$ cat src/rtl/vec_addr_seq_pkg.sv
package vec_addr_seq_pkg;

  typedef enum logic [2:0] {
    MODE_UNIT   = 3'd0,
    MODE_ELEM   = 3'd1,
    MODE_IMMIDX = 3'd2,
    MODE_SPLAT  = 3'd3,
    MODE_REGIDX = 3'd4
  } addrMode_t;

  // Strobes from control to datapath
  typedef struct packed {
    logic loadCfg;
    logic capBase;
    logic capIdx;
    logic selIdx;
  } dpStrobe_t;

  localparam int NUM_CNT = 4;
  localparam int CNT_SRC = 0;
  localparam int CNT_DST = 1;
  localparam int CNT_IDX = 2;
  localparam int CNT_UPD = 3;

  function automatic addrMode_t pickMode(input logic regForm, input logic baseVec,
                                         input logic strideOn, input logic strideElem);
    if (regForm)        return MODE_REGIDX;
    else if (baseVec)   return MODE_IMMIDX;
    else if (!strideOn) return MODE_SPLAT;
    else if (strideElem) return MODE_ELEM;
    else                return MODE_UNIT;
  endfunction

endpackage

$ cat src/rtl/vec_addr_seq_cnt.sv
module vec_addr_seq_cnt #(
  parameter int MAX_VL = 64,
  parameter int CNT_W  = $clog2(MAX_VL + 1)
) (
  input  logic              clk,
  input  logic              rstN,
  input  logic              clear,
  input  logic              active,
  input  logic              skipEn,
  input  logic              stepEn,
  input  logic [MAX_VL-1:0] mask,
  input  logic [CNT_W-1:0]  vl,
  output logic [CNT_W-1:0]  idx,
  output logic              atEnd,
  output logic              needSkip
);
  localparam int IDX_W = $clog2(MAX_VL);

  logic [CNT_W-1:0] idxQ;
  logic             bitSet;

  assign bitSet   = mask[idxQ[IDX_W-1:0]];
  assign atEnd    = active && (idxQ >= vl);
  assign needSkip = active && !atEnd && !bitSet;
  assign idx      = idxQ;

  always_ff @(posedge clk) begin
    if (!rstN)                                     idxQ <= '0;
    else if (clear)                                idxQ <= '0;
    else if ((skipEn && needSkip) || (stepEn && active)) idxQ <= idxQ + 1'b1;
  end

  // a counter never moves past the vector length
  p_within_vl_r9: assert property (@(posedge clk) disable iff (!rstN)
    idxQ <= vl);

  // an element is only issued on an enabled predicate position
  p_emit_on_set_r8: assert property (@(posedge clk) disable iff (!rstN)
    (stepEn && active) |-> (idxQ < vl && bitSet));

endmodule

$ cat src/rtl/vec_addr_seq_ctrl.sv
module vec_addr_seq_ctrl
  import vec_addr_seq_pkg::*;
#(
  parameter int MAX_VL = 64,
  parameter int CNT_W  = $clog2(MAX_VL + 1)
) (
  input  logic              clk,
  input  logic              rstN,
  input  logic              start,
  input  logic [CNT_W-1:0]  cfgVl,
  input  logic [MAX_VL-1:0] cfgSrcMask,
  input  logic [MAX_VL-1:0] cfgDstMask,
  input  logic              cfgRegForm,
  input  logic              cfgBaseVec,
  input  logic              cfgIdxVec,
  input  logic              cfgDstVec,
  input  logic              cfgUpdEn,
  input  logic              cfgUpdVec,
  input  logic              cfgStrideOn,
  input  logic              cfgStrideElem,
  input  logic              rdValid,
  input  logic              elemReady,
  output dpStrobe_t         strobe,
  output logic              busy,
  output logic              rdReq,
  output logic              elemValid,
  output logic              done,
  output logic [CNT_W-1:0]  srcIdx,
  output logic [CNT_W-1:0]  dstIdx,
  output logic [CNT_W-1:0]  idxIdx,
  output logic [CNT_W-1:0]  updIdx
);

  typedef enum logic [2:0] {S_IDLE, S_SKIP, S_RDB, S_RDI, S_EMIT, S_DONE} state_t;

  state_t              state, stateNxt;
  logic [CNT_W-1:0]    vlQ;
  logic [MAX_VL-1:0]   srcMaskQ, dstMaskQ;
  logic [NUM_CNT-1:0]  actQ, actD;
  logic                regFormQ, dstVecQ, bothScalarQ;
  logic                clrCnt, skipEn, stepEn, lastElem;
  logic [NUM_CNT-1:0]  cntEnd, cntSkip;
  logic [CNT_W-1:0]    cntIdx [NUM_CNT];
  addrMode_t           modeD;

  assign modeD = pickMode(cfgRegForm, cfgBaseVec, cfgStrideOn, cfgStrideElem);

  always_comb begin
    actD          = '0;
    actD[CNT_SRC] = cfgBaseVec || modeD == MODE_UNIT || modeD == MODE_ELEM;
    actD[CNT_DST] = cfgDstVec;
    actD[CNT_IDX] = cfgRegForm && cfgIdxVec;
    actD[CNT_UPD] = cfgUpdEn && cfgUpdVec;
  end

  always_ff @(posedge clk) begin
    if (!rstN) begin
      vlQ         <= '0;
      srcMaskQ    <= '0;
      dstMaskQ    <= '0;
      actQ        <= '0;
      regFormQ    <= 1'b0;
      dstVecQ     <= 1'b0;
      bothScalarQ <= 1'b0;
    end else if (clrCnt) begin
      vlQ         <= cfgVl;
      srcMaskQ    <= cfgSrcMask;
      dstMaskQ    <= cfgDstMask;
      actQ        <= actD;
      regFormQ    <= cfgRegForm;
      dstVecQ     <= cfgDstVec;
      bothScalarQ <= cfgRegForm && !cfgBaseVec && !cfgIdxVec;
    end
  end

  for (genvar c = 0; c < NUM_CNT; c++) begin : g_cnt
    vec_addr_seq_cnt #(.MAX_VL(MAX_VL), .CNT_W(CNT_W)) u_cnt (
      .clk      (clk),
      .rstN     (rstN),
      .clear    (clrCnt),
      .active   (actQ[c]),
      .skipEn   (skipEn),
      .stepEn   (stepEn),
      .mask     ((c == CNT_DST) ? dstMaskQ : srcMaskQ),
      .vl       (vlQ),
      .idx      (cntIdx[c]),
      .atEnd    (cntEnd[c]),
      .needSkip (cntSkip[c])
    );
  end

  assign srcIdx = cntIdx[CNT_SRC];
  assign dstIdx = cntIdx[CNT_DST];
  assign idxIdx = cntIdx[CNT_IDX];
  assign updIdx = cntIdx[CNT_UPD];

  assign lastElem = !dstVecQ || bothScalarQ;
  assign clrCnt   = (state == S_IDLE) && start;
  assign skipEn   = (state == S_SKIP) && !(|cntEnd) && (|cntSkip);
  assign stepEn   = (state == S_EMIT) && elemReady && !lastElem;

  always_comb begin
    stateNxt = state;
    unique case (state)
      S_IDLE: if (start) stateNxt = (cfgVl == '0) ? S_DONE : S_SKIP;
      S_SKIP: begin
        if (|cntEnd)       stateNxt = S_DONE;
        else if (|cntSkip) stateNxt = S_SKIP;
        else               stateNxt = S_RDB;
      end
      S_RDB:  if (rdValid) stateNxt = regFormQ ? S_RDI : S_EMIT;
      S_RDI:  if (rdValid) stateNxt = S_EMIT;
      S_EMIT: if (elemReady) stateNxt = lastElem ? S_DONE : S_SKIP;
      S_DONE: stateNxt = S_IDLE;
      default: stateNxt = S_IDLE;
    endcase
  end

  always_ff @(posedge clk) begin
    if (!rstN) state <= S_IDLE;
    else       state <= stateNxt;
  end

  assign strobe.loadCfg = clrCnt;
  assign strobe.capBase = (state == S_RDB) && rdValid;
  assign strobe.capIdx  = (state == S_RDI) && rdValid;
  assign strobe.selIdx  = (state == S_RDI);

  assign busy      = (state != S_IDLE);
  assign rdReq     = (state == S_RDB) || (state == S_RDI);
  assign elemValid = (state == S_EMIT);
  assign done      = (state == S_DONE);

  // end of sequence is a single-cycle pulse
  p_done_pulse_r9: assert property (@(posedge clk) disable iff (!rstN)
    done |=> !done);

  // empty vector finishes at once
  p_empty_r2: assert property (@(posedge clk) disable iff (!rstN)
    (!busy && start && cfgVl == '0) |=> (done && !elemValid));

  // a read request stays up until answered
  p_rd_hold_r13: assert property (@(posedge clk) disable iff (!rstN)
    (rdReq && !rdValid) |=> rdReq);

  // scalar destination ends after the accepted element
  p_scalar_dst_r10: assert property (@(posedge clk) disable iff (!rstN)
    (elemValid && elemReady && !dstVecQ) |=> done);

  // valid stays while stalled
  p_valid_hold_r12: assert property (@(posedge clk) disable iff (!rstN)
    (elemValid && !elemReady) |=> elemValid);

endmodule

$ cat src/rtl/vec_addr_seq_dp.sv
module vec_addr_seq_dp
  import vec_addr_seq_pkg::*;
#(
  parameter int MAX_VL = 64,
  parameter int CNT_W  = $clog2(MAX_VL + 1),
  parameter int ADDR_W = 64,
  parameter int REG_W  = 7,
  parameter int WID_W  = 2
) (
  input  logic              clk,
  input  logic              rstN,
  input  dpStrobe_t         strobe,
  input  logic              cfgRegForm,
  input  logic              cfgBaseVec,
  input  logic              cfgUpdEn,
  input  logic              cfgStrideOn,
  input  logic              cfgStrideElem,
  input  logic [WID_W-1:0]  cfgWidth,
  input  logic [ADDR_W-1:0] cfgImm,
  input  logic [REG_W-1:0]  cfgBaseReg,
  input  logic [REG_W-1:0]  cfgIdxReg,
  input  logic [REG_W-1:0]  cfgDstReg,
  input  logic [REG_W-1:0]  cfgUpdReg,
  input  logic [CNT_W-1:0]  srcIdx,
  input  logic [CNT_W-1:0]  dstIdx,
  input  logic [CNT_W-1:0]  idxIdx,
  input  logic [CNT_W-1:0]  updIdx,
  input  logic [ADDR_W-1:0] rdData,
  input  logic              rdReq,
  input  logic              rdValid,
  input  logic              elemValid,
  input  logic              elemReady,
  output logic [REG_W-1:0]  rdReg,
  output logic [ADDR_W-1:0] elemAddr,
  output logic [REG_W-1:0]  elemDstReg,
  output logic              elemUpdEn,
  output logic [REG_W-1:0]  elemUpdReg
);

  addrMode_t         modeQ;
  logic [ADDR_W-1:0] immQ, baseValQ, idxValQ, offs, srcWide;
  logic [WID_W-1:0]  widthQ;
  logic [REG_W-1:0]  baseRegQ, idxRegQ, dstRegQ, updRegQ;
  logic              baseVecQ, updEnQ;

  always_ff @(posedge clk) begin
    if (!rstN) begin
      modeQ    <= MODE_UNIT;
      immQ     <= '0;
      widthQ   <= '0;
      baseRegQ <= '0;
      idxRegQ  <= '0;
      dstRegQ  <= '0;
      updRegQ  <= '0;
      baseVecQ <= 1'b0;
      updEnQ   <= 1'b0;
    end else if (strobe.loadCfg) begin
      modeQ    <= pickMode(cfgRegForm, cfgBaseVec, cfgStrideOn, cfgStrideElem);
      immQ     <= cfgImm;
      widthQ   <= cfgWidth;
      baseRegQ <= cfgBaseReg;
      idxRegQ  <= cfgIdxReg;
      dstRegQ  <= cfgDstReg;
      updRegQ  <= cfgUpdReg;
      baseVecQ <= cfgBaseVec;
      updEnQ   <= cfgUpdEn;
    end
  end

  always_ff @(posedge clk) begin
    if (!rstN) begin
      baseValQ <= '0;
      idxValQ  <= '0;
    end else begin
      if (strobe.capBase) baseValQ <= rdData;
      if (strobe.capIdx)  idxValQ  <= rdData;
    end
  end

  assign rdReg = strobe.selIdx ? (idxRegQ + REG_W'(idxIdx))
                               : (baseRegQ + (baseVecQ ? REG_W'(srcIdx) : '0));

  assign srcWide = ADDR_W'(srcIdx);

  always_comb begin
    unique case (modeQ)
      MODE_UNIT:   offs = srcWide << widthQ;
      MODE_ELEM:   offs = immQ * srcWide;
      MODE_REGIDX: offs = idxValQ;
      default:     offs = immQ;
    endcase
  end

  assign elemAddr   = baseValQ + offs;
  assign elemDstReg = dstRegQ + REG_W'(dstIdx);
  assign elemUpdEn  = updEnQ;
  assign elemUpdReg = updRegQ + REG_W'(updIdx);

  // element fields are frozen under back-pressure
  p_stall_hold_r12: assert property (@(posedge clk) disable iff (!rstN)
    (elemValid && !elemReady) |=>
      ($stable(elemAddr) && $stable(elemDstReg) && $stable(elemUpdReg)));

  // register number held while a read is pending
  p_rdreg_hold_r13: assert property (@(posedge clk) disable iff (!rstN)
    (rdReq && !rdValid) |=> $stable(rdReg));

endmodule

$ cat src/rtl/vec_addr_seq.sv
module vec_addr_seq
  import vec_addr_seq_pkg::*;
#(
  parameter int MAX_VL = 64,
  parameter int ADDR_W = 64,
  parameter int REG_W  = 7,
  parameter int WID_W  = 2
) (
  input  logic              clk,
  input  logic              rstN,
  input  logic              start,
  input  logic [$clog2(MAX_VL+1)-1:0] cfgVl,
  input  logic [MAX_VL-1:0] cfgSrcMask,
  input  logic [MAX_VL-1:0] cfgDstMask,
  input  logic              cfgRegForm,
  input  logic              cfgBaseVec,
  input  logic              cfgIdxVec,
  input  logic              cfgDstVec,
  input  logic              cfgUpdEn,
  input  logic              cfgUpdVec,
  input  logic              cfgStrideOn,
  input  logic              cfgStrideElem,
  input  logic [WID_W-1:0]  cfgWidth,
  input  logic [ADDR_W-1:0] cfgImm,
  input  logic [REG_W-1:0]  cfgBaseReg,
  input  logic [REG_W-1:0]  cfgIdxReg,
  input  logic [REG_W-1:0]  cfgDstReg,
  input  logic [REG_W-1:0]  cfgUpdReg,
  output logic              busy,
  output logic              rdReq,
  output logic [REG_W-1:0]  rdReg,
  input  logic              rdValid,
  input  logic [ADDR_W-1:0] rdData,
  output logic              elemValid,
  input  logic              elemReady,
  output logic [ADDR_W-1:0] elemAddr,
  output logic [REG_W-1:0]  elemDstReg,
  output logic              elemUpdEn,
  output logic [REG_W-1:0]  elemUpdReg,
  output logic              done
);
  localparam int CNT_W = $clog2(MAX_VL + 1);

  dpStrobe_t        strobe;
  logic [CNT_W-1:0] srcIdx, dstIdx, idxIdx, updIdx;

  vec_addr_seq_ctrl #(.MAX_VL(MAX_VL), .CNT_W(CNT_W)) u_ctrl (
    .clk           (clk),
    .rstN          (rstN),
    .start         (start),
    .cfgVl         (cfgVl),
    .cfgSrcMask    (cfgSrcMask),
    .cfgDstMask    (cfgDstMask),
    .cfgRegForm    (cfgRegForm),
    .cfgBaseVec    (cfgBaseVec),
    .cfgIdxVec     (cfgIdxVec),
    .cfgDstVec     (cfgDstVec),
    .cfgUpdEn      (cfgUpdEn),
    .cfgUpdVec     (cfgUpdVec),
    .cfgStrideOn   (cfgStrideOn),
    .cfgStrideElem (cfgStrideElem),
    .rdValid       (rdValid),
    .elemReady     (elemReady),
    .strobe        (strobe),
    .busy          (busy),
    .rdReq         (rdReq),
    .elemValid     (elemValid),
    .done          (done),
    .srcIdx        (srcIdx),
    .dstIdx        (dstIdx),
    .idxIdx        (idxIdx),
    .updIdx        (updIdx)
  );

  vec_addr_seq_dp #(.MAX_VL(MAX_VL), .CNT_W(CNT_W), .ADDR_W(ADDR_W),
                    .REG_W(REG_W), .WID_W(WID_W)) u_dp (
    .clk           (clk),
    .rstN          (rstN),
    .strobe        (strobe),
    .cfgRegForm    (cfgRegForm),
    .cfgBaseVec    (cfgBaseVec),
    .cfgUpdEn      (cfgUpdEn),
    .cfgStrideOn   (cfgStrideOn),
    .cfgStrideElem (cfgStrideElem),
    .cfgWidth      (cfgWidth),
    .cfgImm        (cfgImm),
    .cfgBaseReg    (cfgBaseReg),
    .cfgIdxReg     (cfgIdxReg),
    .cfgDstReg     (cfgDstReg),
    .cfgUpdReg     (cfgUpdReg),
    .srcIdx        (srcIdx),
    .dstIdx        (dstIdx),
    .idxIdx        (idxIdx),
    .updIdx        (updIdx),
    .rdData        (rdData),
    .rdReq         (rdReq),
    .rdValid       (rdValid),
    .elemValid     (elemValid),
    .elemReady     (elemReady),
    .rdReg         (rdReg),
    .elemAddr      (elemAddr),
    .elemDstReg    (elemDstReg),
    .elemUpdEn     (elemUpdEn),
    .elemUpdReg    (elemUpdReg)
  );

endmodule

$ cat config.mk
export PLATFORM = sky130hd
export DESIGN_NAME = vec_addr_seq
export DESIGN_NICKNAME = d
export VERILOG_FILES = /design/src/rtl/vec_addr_seq_pkg.sv /design/src/rtl/vec_addr_seq_cnt.sv /design/src/rtl/vec_addr_seq_ctrl.sv /design/src/rtl/vec_addr_seq_dp.sv /design/src/rtl/vec_addr_seq.sv
export SDC_FILE = /design/constraint.sdc
export NUM_CORES = 2
export LEC_CHECK = 0
export ABC_AREA = 1
export BUFFER_PORTS_ARGS = -buffer_cell sky130_fd_sc_hd__clkbuf_2
export CAP_MARGIN = 20
export CORE_AREA = 2 2 315 317
export CTS_CLUSTER_DIAMETER = 50
export DETAILED_ROUTE_END_ITERATION = 10
export DIE_AREA = 0 0 317 319
export GPL_TIMING_DRIVEN = 0
export PLACE_DENSITY = 0.6
export SYNTH_ARGS = -nofsm -noshare
export SYNTH_HDL_FRONTEND = slang
export SYNTH_SLANG_ARGS = --single-unit
$ cat constraint.sdc
create_clock -name clk -period 11.49 [get_ports clk]
set_input_delay 2.298 -clock clk [delete_from_list [all_inputs] [get_ports clk]]
set_output_delay 2.298 -clock clk [all_outputs]
set_load 0.05 [all_outputs]
==> flow_summary.yaml <==
critical_path:
  r2r_cells: 8
  slowest_delay_ps: 550
  timing_worst_setup_path_type: "register to primary output"
  startpoint: "u_ctrl.g_cnt[0].u_cnt.idx[2]$_SDFFE_PP0P_"
  crit_required_ps: 9190
  r2r-start: "u_ctrl.state[0]$_SDFFE_PN0P_"
  worstSetupEndpoint: "elemAddr[62]"
  crit_path_end_kind: "primary output"
  slowest_stage: "fa_1"
  critPathLaunchType: "register"
  critPathArrivalTime_ps: 8910
  rrSetupSlack_ps: 8460
  cp_max_fo: 10
  r2r_end: "u_dp.widthQ[1]$_SDFFE_PN0P_"
synth:
  synth_compound_area_share_pct: 17.3
  synthMuxAreaShare_pct: 0.0838
  syn-num-nets: 6709
  yosys.area_share.simple_pct: 24.7
  yosysWarnings: 0
  synth_ff_type: "dfxtp_1"
  synth_area_um2: 38800
  ys_seq_area_share_pct: 20.5
  syn_inst: 5917
  synth_fa_ha_area_share_pct: 21.4
  synth_edf_count: 0
  post_synth_num_cell_types: 62
  async_reset_ff_share_pct: 0
  synth_top_family_by_area: "simple AND/OR/NAND/NOR gates"
  synth-xor-area-share_pct: 2.19
  synth_seq_cells: 398
  syn_area_per_cell_um2: 6.56
sta:
  period_needed_ps: 11210
  max_freq_mhz: 89.2
  tightestPinTransition_ps: 1120
  hold_viol: 0
  rsz0062_at_grt: "no"
  setup_viol: 0
  hold_ws_ps: 450
  skew_ps: 38.7
  relSlewSlack_pct: 25.0
  min_period_over_period_pct: 97.6
  drv_slew: 0
finish:
  final_cell_count_no_fill: 7724
  register_area_um2: 7970
  nets: 7171
  multi_input_area_um2: 25700
  layout_common_cells: "1378 x nand2_1, 1034 x inv_1, 542 x a21oi_1, 481 x nor2_1, 434 x o21ai_0"
  n_fill_cell: 10500
  syn2layout_area_growth_pct: 15.6
  drive_above_1_share_pct: 11.7
  final_common_cell: "nand2_1"
power:
  p_int_mw: 3.45
  power_frac_seq_pct: 29.0
  pwr_density_cell_nw_per_um2: 141
  p_leak_nw: 22.7
  swShare_pct: 45.4
  vdd_ir_drop_max_v: 0.000121
  clkPwrFrac_pct: 30.6
  power_frac_comb_pct: 40.4
  p_switching_mw: 2.87
drt:
  wl_per_cell_um: 21.4
  vias: 40900
  vias_per_cell: 5.29
  drt-initial-drc-count: 3608
  drt-total-wl_um: 165000
  drtAntennaViolNets: 0
  route.detailed.drc: 0
  first_pass_iters: 6
floorplanning:
  io_pins: 396
  die_area_um2: 101000
  start_util_pct: 39.7
  core-area_um2: 97700
  rows: 115
  die_w_um: 317
  dieHeight_um: 319
worst_hold_path:
  min_path_type: "register to register"
status:
  status: "completed"
placement:
  gp_congestion: 1.02
  dp_cells: 7601
  portBuffers: 393
  dpl.hpwl_um: 139000
global_routing:
  busiest_layer: "met2"
  grt_pass1_vias: 39800
  use_met3_pct: 5.70
  grtUsageTotal_pct: 32.3
  grt_max_degree: 19
  grt_overflow_total: 0
  antenna_found_initial: 12
  grt_pass1_wl_um: 246000
  grtUsageMet2_pct: 49.6
  met1_usage_pct: 44.7
cts:
  cts_sinks: 398
  holdBufCountCts: 0
  clkLatencyLatePin_ps: 670
  cts_buffer_depth: 3
  cts_inserted_buffers: 59
  clk_pin_slew_worst_paths_ps: 70
  cts_root_buffer: "clkbuf_16"
  ctsHtreeMaxLevel: 2
  cts_tree: "done"
flow_run:
  cap_viol_max_count: 0
-- registers in the layout, indices dropped and copies added (netlist names) --
signal                  flops
u_ctrl.dstMaskQ            64
u_dp.dstRegQ                7
u_ctrl.state                3
u_dp.baseRegQ               7
u_ctrl.g_cnt.u_cnt.idx     28
u_ctrl.bothScalarQ          1
u_dp.idxRegQ                7
u_dp.modeQ                  3
u_dp.immQ                  64
u_ctrl.actQ                 4
u_ctrl.vlQ                  7
u_ctrl.srcMaskQ            64
u_dp.baseVecQ               1
u_dp.updRegQ                7
u_dp.elemUpdEn              1
u_dp.widthQ                 2
u_dp.idxValQ               64
u_dp.baseValQ              64
-- final cells by class --
type | count | area share (%)
Clock buffer | 74 | 3.55
Multi-Input combinational cell | 4162 | 57.3
Timing Repair Buffer | 402 | 4.59
Buffer | 309 | 3.26
Inverter | 1047 | 8.77
Tap cell | 1287 | 3.59
Antenna cell | 8 | 0.0446
Clock inverter | 37 | 1.13
Sequential cell | 398 | 17.8
-- power groups by stage --
stage	logic (mW)	clock network, mW	registers [mW]
final	2.55	1.94	1.83
after global routing	2.73	2.02	1.86
after CTS	2.49	1.96	1.83
after detailed placement	2.48	0	1.86
after global placement	2.47	0	1.85
after floorplan	1.57	0	1.79
-- worst min-delay path by stage --
stage | from | to | slack, ps | cells after the start
2_1_floorplan | u_dp.idxValQ[4]$_SDFFE_PN0P_ | u_dp.idxValQ[4]$_SDFFE_PN0P_ | 420 | 2
3_3_place_gp | u_dp.idxValQ[4]$_SDFFE_PN0P_ | u_dp.idxValQ[4]$_SDFFE_PN0P_ | 440 | 2
3_5_place_dp | u_ctrl.dstMaskQ[36]$_SDFFE_PN0P_ | u_ctrl.dstMaskQ[36]$_SDFFE_PN0P_ | 440 | 2
4_1_cts | u_ctrl.dstMaskQ[36]$_SDFFE_PN0P_ | u_ctrl.dstMaskQ[36]$_SDFFE_PN0P_ | 450 | 2
5_1_grt | u_ctrl.dstMaskQ[36]$_SDFFE_PN0P_ | u_ctrl.dstMaskQ[36]$_SDFFE_PN0P_ | 470 | 2
6_report | u_ctrl.dstMaskQ[36]$_SDFFE_PN0P_ | u_ctrl.dstMaskQ[36]$_SDFFE_PN0P_ | 450 | 2
-- layer usage --
layer | vias up | wire [um]
met1 | 19500 | 73000
li1 | 19600 | -
met2 | 1524 | 71700
met5 | - | 91
met4 | 10 | 7500
met3 | 281 | 12900
-- Yosys cell counts, types with 3 or more instances --
library cell,n,share of area [%]
nand2_1,1378,13
inv_1,1034,10
a21oi_1,565,7.3
nor2_1,483,4.7
o21ai_0,438,5.6
dfxtp_1,398,21
nand3_1,350,4.5
fa_1,297,15
ha_1,189,6.1
clkbuf_1,184,1.8
xor2_1,68,1.5
o211ai_1,48,0.93
a22oi_1,45,0.87
nand4_1,36,0.58
buf_2,34,0.44
nor3_1,33,0.43
buf_1,32,0.31
or2_2,31,0.50
xnor2_1,29,0.65
clkbuf_2,26,0.34
o21bai_1,25,0.48
buf_4,24,0.46
a21o_1,20,0.39
a31oi_1,17,0.27
o21a_1,14,0.27
buf_6,10,0.29
nand2_2,9,0.15
inv_2,8,0.077
nor4_1,8,0.13
o21ai_1,8,0.10
a21oi_2,7,0.16
a21boi_0,6,0.12
nand3b_1,6,0.12
a211oi_1,5,0.097
a221oi_1,4,0.090
o31ai_1,4,0.077
a21boi_1,3,0.058
a32oi_1,3,0.068
nand3_2,3,0.077
o21ai_2,3,0.068
o22ai_1,3,0.048
-- repair_timing --
item,CTS,global route
resized for setup,36,80
buffers inserted,0,5
pin swaps,0,6
setup endpoints to repair,41,25
-- worst max-delay path: cells and delay by family, from the launching register on --
family,cells,cell delay [ps]
fa+ha+maj,6,2880
flops,1,410
xor+xnor,1,200
compound gates,4,760
simple gates,14,2220
buf+inv,11,1710
-- through the flow --
stage | power, mW | area (um^2) | setup WS [ps] | utilization [%] | setup TNS [ps]
floorplan | 3.36 | 38800 | 2090 | - | 0
global placement | 4.32 | 42400 | -759 | 43.4 | -8500
detailed placement | 4.34 | 42400 | -440 | 43.4 | -1790
CTS | 6.28 | 44600 | 74.1 | 45.7 | 0
global route | 6.60 | 44900 | 0.465 | 45.9 | 0
finish | 6.32 | 44900 | 279 | 45.9 | 0
-- kinds of logic (layout without fill, tap and decap cells) --
group	after synthesis	count (layout)
adders and majority gates	486	486
other	0	8
and+or+nand+nor	2345	2345
DFF	398	398
muxes	3	3
AOI/OAI and AO/OA	1231	1231
buffers and inverters	1357	1869
xor gates and xnor gates	97	97
(Power assumes the default switching activity.)
